File: src/rtl/scrx_pkg.sv
package scrx_pkg;

    localparam int unsigned SC_DATA_BITS = 8;
    localparam int unsigned SC_MIN_ETU   = 8;

    typedef enum logic [2:0] {
        S_IDLE,
        S_START,
        S_DATA,
        S_PARITY,
        S_ERR_WAIT,
        S_ERR_DRIVE
    } rx_state_t;

endpackage

File: src/rtl/scrx_sync.sv
module scrx_sync #(
    parameter int unsigned STAGES = 2
) (
    input  logic clk,
    input  logic rst_n,
    input  logic line_raw,
    output logic line_s,
    output logic line_fall
);
    logic [STAGES:0] pipe;

    always_ff @(posedge clk) begin
        if (!rst_n) begin
            pipe <= '1;
        end else begin
            pipe <= {pipe[STAGES-1:0], line_raw};
        end
    end

    assign line_s    = pipe[STAGES-1];
    assign line_fall = !pipe[STAGES-1] && pipe[STAGES];
endmodule

File: src/rtl/scrx_bit_timer.sv
module scrx_bit_timer #(
    parameter int unsigned DIVW = 8
) (
    input  logic            clk,
    input  logic            rst_n,
    input  logic [DIVW-1:0] etu,
    input  logic            restart,
    input  logic            line_s,
    output logic            bit_end,
    output logic            half_end,
    output logic            bit_val
);
    logic [DIVW-1:0] cnt;
    logic [DIVW-1:0] mid;
    logic [2:0]      votes;

    assign mid      = etu >> 1;
    assign bit_end  = (cnt == etu - 1'b1);
    assign half_end = (cnt == mid - 1'b1);

    always_ff @(posedge clk) begin
        if (!rst_n || restart || bit_end) begin
            cnt <= '0;
        end else begin
            cnt <= cnt + 1'b1;
        end
    end

    // three consecutive samples centred on mid-bit
    always_ff @(posedge clk) begin
        if (!rst_n) begin
            votes <= 3'b111;
        end else begin
            if (cnt == mid - 1'b1) votes[0] <= line_s;
            if (cnt == mid)        votes[1] <= line_s;
            if (cnt == mid + 1'b1) votes[2] <= line_s;
        end
    end

    assign bit_val = (votes[0] & votes[1]) | (votes[0] & votes[2]) | (votes[1] & votes[2]);

    assert_etu_min_R12: assert property (@(posedge clk) disable iff (!rst_n)
        etu >= DIVW'(scrx_pkg::SC_MIN_ETU));
endmodule

File: src/rtl/scrx_status.sv
module scrx_status #(
    parameter int unsigned DW = 8
) (
    input  logic          clk,
    input  logic          rst_n,
    input  logic          frame_good,
    input  logic          frame_bad,
    input  logic [DW-1:0] byte_in,
    input  logic          mover_ack,
    input  logic          clr_parity,
    input  logic          clr_overrun,
    input  logic          rx_int_en,
    output logic [DW-1:0] rx_data,
    output logic          flag_full,
    output logic          flag_parity,
    output logic          flag_overrun,
    output logic          irq_rx,
    output logic          irq_err,
    output logic          xfer_req
);
    logic still_full;

    // an acknowledge in the same cycle frees the register first
    assign still_full = flag_full && !mover_ack;

    always_ff @(posedge clk) begin
        if (!rst_n) begin
            rx_data      <= '0;
            flag_full    <= 1'b0;
            flag_parity  <= 1'b0;
            flag_overrun <= 1'b0;
        end else begin
            if (frame_bad) begin
                rx_data <= byte_in;
            end else if (frame_good && !still_full) begin
                rx_data <= byte_in;
            end

            if (frame_good && !still_full) begin
                flag_full <= 1'b1;
            end else if (mover_ack) begin
                flag_full <= 1'b0;
            end

            if (frame_bad) begin
                flag_parity <= 1'b1;
            end else if (clr_parity) begin
                flag_parity <= 1'b0;
            end

            if (frame_good && still_full) begin
                flag_overrun <= 1'b1;
            end else if (clr_overrun) begin
                flag_overrun <= 1'b0;
            end
        end
    end

    assign xfer_req = flag_full;
    assign irq_rx   = flag_full && rx_int_en;
    assign irq_err  = (flag_parity || flag_overrun) && rx_int_en;

    assert_err_no_full_R2: assert property (@(posedge clk) disable iff (!rst_n)
        $rose(flag_parity) |-> !$rose(flag_full));

    assert_full_clear_by_ack_R5: assert property (@(posedge clk) disable iff (!rst_n)
        $fell(flag_full) |-> $past(mover_ack));

    assert_overrun_keeps_data_R6: assert property (@(posedge clk) disable iff (!rst_n)
        $rose(flag_overrun) |-> $stable(rx_data));
endmodule

File: src/rtl/scrx_receiver.sv
module scrx_receiver #(
    parameter int unsigned DIVW        = 8,
    parameter int unsigned SYNC_STAGES = 2
) (
    input  logic            clk,
    input  logic            rst_n,
    input  logic [DIVW-1:0] etu_div,
    input  logic            line_in,
    input  logic            rx_int_en,
    input  logic            mover_ack,
    input  logic            clr_parity,
    input  logic            clr_overrun,
    output logic            line_drive_low,
    output logic [7:0]      rx_data,
    output logic            flag_full,
    output logic            flag_parity,
    output logic            flag_overrun,
    output logic            irq_rx,
    output logic            irq_err,
    output logic            xfer_req
);
    import scrx_pkg::*;

    localparam int unsigned DW   = SC_DATA_BITS;
    localparam int unsigned IDXW = $clog2(DW);

    rx_state_t       state, state_n;
    logic            line_s, line_fall;
    logic            restart, bit_end, half_end, bit_val;
    logic [DW-1:0]   shreg;
    logic [IDXW-1:0] idx;
    logic            frame_good, frame_bad;
    logic            drive_q;
    logic [DIVW:0]   drv_run;

    scrx_sync #(.STAGES(SYNC_STAGES)) u_sync (
        .clk       (clk),
        .rst_n     (rst_n),
        .line_raw  (line_in),
        .line_s    (line_s),
        .line_fall (line_fall)
    );

    scrx_bit_timer #(.DIVW(DIVW)) u_timer (
        .clk      (clk),
        .rst_n    (rst_n),
        .etu      (etu_div),
        .restart  (restart),
        .line_s   (line_s),
        .bit_end  (bit_end),
        .half_end (half_end),
        .bit_val  (bit_val)
    );

    // next state and frame outcome
    always_comb begin
        state_n    = state;
        restart    = 1'b0;
        frame_good = 1'b0;
        frame_bad  = 1'b0;
        unique case (state)
            S_IDLE: begin
                if (line_fall) begin
                    state_n = S_START;
                    restart = 1'b1;
                end
            end
            S_START: begin
                if (bit_end) state_n = bit_val ? S_IDLE : S_DATA;
            end
            S_DATA: begin
                if (bit_end && idx == IDXW'(DW - 1)) state_n = S_PARITY;
            end
            S_PARITY: begin
                if (bit_end) begin
                    if (^{shreg, bit_val}) begin
                        state_n   = S_ERR_WAIT;
                        frame_bad = 1'b1;
                    end else begin
                        state_n    = S_IDLE;
                        frame_good = 1'b1;
                    end
                end
            end
            S_ERR_WAIT: begin
                if (half_end) begin
                    state_n = S_ERR_DRIVE;
                    restart = 1'b1;
                end
            end
            S_ERR_DRIVE: begin
                if (bit_end) state_n = S_IDLE;
            end
            default: state_n = S_IDLE;
        endcase
    end

    // state register
    always_ff @(posedge clk) begin
        if (!rst_n) state <= S_IDLE;
        else        state <= state_n;
    end

    // data shift path
    always_ff @(posedge clk) begin
        if (!rst_n) begin
            shreg <= '0;
            idx   <= '0;
        end else if (state == S_START) begin
            idx <= '0;
        end else if (state == S_DATA && bit_end) begin
            shreg <= {bit_val, shreg[DW-1:1]};
            idx   <= idx + 1'b1;
        end
    end

    // registered outputs
    always_ff @(posedge clk) begin
        if (!rst_n) drive_q <= 1'b0;
        else        drive_q <= (state_n == S_ERR_DRIVE);
    end

    assign line_drive_low = drive_q;

    scrx_status #(.DW(DW)) u_status (
        .clk          (clk),
        .rst_n        (rst_n),
        .frame_good   (frame_good),
        .frame_bad    (frame_bad),
        .byte_in      (shreg),
        .mover_ack    (mover_ack),
        .clr_parity   (clr_parity),
        .clr_overrun  (clr_overrun),
        .rx_int_en    (rx_int_en),
        .rx_data      (rx_data),
        .flag_full    (flag_full),
        .flag_parity  (flag_parity),
        .flag_overrun (flag_overrun),
        .irq_rx       (irq_rx),
        .irq_err      (irq_err),
        .xfer_req     (xfer_req)
    );

    // length of the current low drive, for the window check
    always_ff @(posedge clk) begin
        if (!rst_n || !drive_q) drv_run <= '0;
        else                    drv_run <= drv_run + 1'b1;
    end

    assert_idle_released_R3: assert property (@(posedge clk) disable iff (!rst_n)
        (state == S_IDLE) |-> !line_drive_low);

    assert_drive_bounded_R3: assert property (@(posedge clk) disable iff (!rst_n)
        line_drive_low |-> (drv_run < {1'b0, etu_div}));

    assert_drive_after_error_R2: assert property (@(posedge clk) disable iff (!rst_n)
        line_drive_low |-> flag_parity);
endmodule

File: config.mk
export PLATFORM = sky130hd
export DESIGN_NAME = scrx_receiver
export DESIGN_NICKNAME = d
export VERILOG_FILES = /design/src/rtl/scrx_pkg.sv /design/src/rtl/scrx_sync.sv /design/src/rtl/scrx_bit_timer.sv /design/src/rtl/scrx_status.sv /design/src/rtl/scrx_receiver.sv
export SDC_FILE = /design/constraint.sdc
export NUM_CORES = 1
export LEC_CHECK = 0
export CAP_MARGIN = 20
export CORE_UTILIZATION = 66
export CTS_BUF_LIST = sky130_fd_sc_hd__clkbuf_8
export DETAILED_ROUTE_END_ITERATION = 8
export DONT_BUFFER_PORTS = 1
export PLACE_DENSITY = 0.91
export SLEW_MARGIN = 40
export SYNTH_ARGS = -nofsm -noshare
export SYNTH_HDL_FRONTEND = slang
export SYNTH_SLANG_ARGS = --single-unit
File: constraint.sdc
create_clock -name clk -period 3.2 [get_ports clk]
set_input_delay 0.64 -clock clk [delete_from_list [all_inputs] [get_ports clk]]
set_output_delay 0.64 -clock clk [all_outputs]
set_load 0.05 [all_outputs]
==> flow_summary.json <==
{
  "synth_compound_area_share_pct": 12.9,
  "worstSetupPathType": "primary input to flip-flop",
  "clock_latency_ps": 300,
  "synth.ff_latch_count": 40,
  "cp-start-kind": "primary input",
  "die_y_um": 63.4,
  "port_buffers": 0,
  "clock_sinks": 40,
  "p_leak_nw": 0.982,
  "status": "finished, final reports clean",
  "final_cell_area_mm2": 0.00257,
  "synth_fa_ha_area_share_pct": 3.42,
  "yosys.area.top_type": "dfxtp_1",
  "relSlewSlack_pct": 48.9,
  "yosys-mux-area-fraction_pct": 6.09,
  "critical_path_arrival_ps": 2930,
  "ys_warn_count": 0,
  "core_area_mm2": 0.00347,
  "synthArstFlopShare_pct": 0,
  "post-cts-setup-buffer-count": 0,
  "cts_buffer_depth": 2,
  "multi_input_area_mm2": 0.00154,
  "vias": 2023,
  "ys_types": 54,
  "cp-end-kind": "flip-flop",
  "rows": 21,
  "routed_wl_mm": 5.09,
  "grt_pass1_vias": 1947,
  "synth_top_flop_cell": "dfxtp_1",
  "fmax_mhz": 362,
  "path_clk_slew_ps": 90,
  "die_area_mm2": 0.00402,
  "diodes": 0,
  "setup_violations": 0,
  "syn_area_per_cell_um2": 8.98,
  "syn_nets": 298,
  "cts_resized": 0,
  "boundaryPins": 30,
  "ys_seq_area_share_pct": 32.2,
  "root_buffer": "clkbuf_8",
  "ant_nets": 0,
  "synth-edff-count": 0,
  "place_ws_ps": 169,
  "grt_usage_pct": 27.5,
  "synth_top_area_share_pct": 32.2,
  "worst_slew_pin_slew_ps": 763,
  "first_pass_iters": 4,
  "clock_skew_ps": 11.8,
  "synth-xor-area-share_pct": 13.2,
  "p_total_mw": 1.03,
  "period_share_pct": 86.4,
  "cts_tree": "yes",
  "die_w_um": 63.4,
  "nFillCells": 249,
  "crit_required_ps": 3360,
  "yosysMostFrequentCell": "dfxtp_1",
  "areaGrowthSynthToFinish_pct": 3.37,
  "period_minus_slack_ps": 2760,
  "synthTopCellsByCount": "dfxtp_1, nand3_1, nor2_1, xnor2_1, xor2_1",
  "drive_above_1_share_pct": 8.52,
  "antenna_found_initial": 0,
  "drt_iter0_drc": 282,
  "synth_top_family_by_area": "simple AND/OR/NAND/NOR gates",
  "irDropWorstVdd_mv": 0.464,
  "rsz0062_at_grt": "no",
  "final_hold_viol_count": 0,
  "grt_max_degree": 27,
  "place_area_mm2": 0.00245,
  "syn_inst": 277,
  "gp_congestion": 0.866,
  "drv_slew": 0,
  "maxCapViolCount": 0,
  "yosys.area_share.simple_pct": 26.2,
  "drcViolationCount": 0,
  "finalWorstSetupSlack_ps": 436,
  "numCtsBuffers": 5,
  "cts_hold_buf": 0,
  "netlist_area_mm2": 0.00249,
  "power_density_mw_per_mm2": 401,
  "regArea_um2": 801,
  "dp_hpwl_mm": 3.65,
  "floorplan.initialDensity_pct": 71.7,
  "worstPathMaxFanout": 9,
  "tns_ps": 0,
  "grt-ovfl-total": 0,
  "hold_path_class": "primary input to flip-flop",
  "h-tree-depth": 2,
  "viasPerCell": 6.40,
  "routedWlPerCell_um": 16.1,
  "fin_nets": 290,
  "synth_area_leaders": "dfxtp_1, xnor2_1, mux2i_1, xor2_1, nand3_1",
  "grt_pass1_wl_mm": 8.87
}
-- per-stage QoR --
step / hold slack, ps / utilization (%) / instances
after floorplan: 386 / - / 277
after global placement: 389 / 70.6 / 308
after detailed placement: 402 / 70.6 / 308
after CTS: 396 / 74.0 / 316
after global routing: 390 / 74.1 / 316
final: 401 / 74.1 / 316
-- per-layer routing --
layer  routed length, µm  vias up  global-route usage (%)
met2                2410       77                    44.1
met4                  48        0                    9.38
met5                   0        -                       0
met3                 348        6                    5.98
met1                2290      967                    36.1
li1                    -      973                       -
-- critical path, stage by stage --
cell	delay (ps)
inv_1	60
ha_1	210
nor3b_1	360
nand3_1	210
a2111oi_4	520
nand4_1	420
o21ai_0	380
a21oi_1	130
-- report_power, final --
part	switching, mW	total [mW]	leakage [nW]	internal, mW
sequential	0.00988	0.513	0.323	0.503
clock	0.189	0.424	0.0548	0.235
combinational	0.0531	0.0937	0.604	0.0406
-- cell families after synthesis --
kind of cell / count (synthesis)
and+or+nand+nor: 107
muxes: 15
buffers and inverters: 26
adders and majority gates: 7
xor gates and xnor gates: 36
AOI/OAI and AO/OA: 46
DFF: 40
-- registers in the layout, indices dropped and copies added (netlist names), 3 cells and up --
signal,cells
state,3
u_sync.pipe,3
u_timer.cnt,8
idx,3
u_timer.votes,3
shreg,8
u_status.rx_data,8
-- worst paths after layout --
kind,from,end,slack [ps],depth (start not counted)
worst max-delay path,etu_div[1],u_status.rx_data[2]$_SDFFE_PN0P_,440,8
worst min-delay path,rst_n,u_timer.votes[0]$_SDFFE_PN1P_,400,1
worst max register to register,u_timer.cnt[4]$_SDFF_PP0_,state[0]$_SDFF_PN0_,710,6
worst min register to register,u_sync.pipe[0]$_SDFF_PN1_,u_sync.pipe[1]$_SDFF_PN1_,410,1
-- layout by cell type (no fill, tap or decap), drive strengths merged, types with 2 or more instances in the layout --
cell / Yosys / final
a211oi: 3 / 3
a31oi: 5 / 5
o31ai: 2 / 2
o21ai: 11 / 11
a2111oi: 2 / 2
nor2: 20 / 20
nand2b: 7 / 7
or3: 3 / 3
a211o: 2 / 2
nand3b: 2 / 2
nor4: 9 / 9
nand4: 4 / 4
xnor2: 20 / 20
clkbuf: 8 / 5
nand2: 8 / 8
nor2b: 8 / 8
mux2i: 14 / 14
nand3: 20 / 20
o21a: 2 / 2
and2: 3 / 3
buf: 10 / 3
nor4b: 2 / 2
ha: 6 / 6
inv: 7 / 8
and3: 6 / 6
nor3b: 2 / 2
xor2: 15 / 15
a21oi: 13 / 13
nor3: 6 / 6
dfxtp: 40 / 40
-- cell type report --
class	count	share of cell area (%)
clock inverters	3	1.80
clock buffers	5	2.68
inverters	8	1.17
multi-input cells	211	60.1
flip-flops and latches	40	31.2
repair buffers	3	0.876
well taps	46	2.24
(Power assumes the default switching activity.)
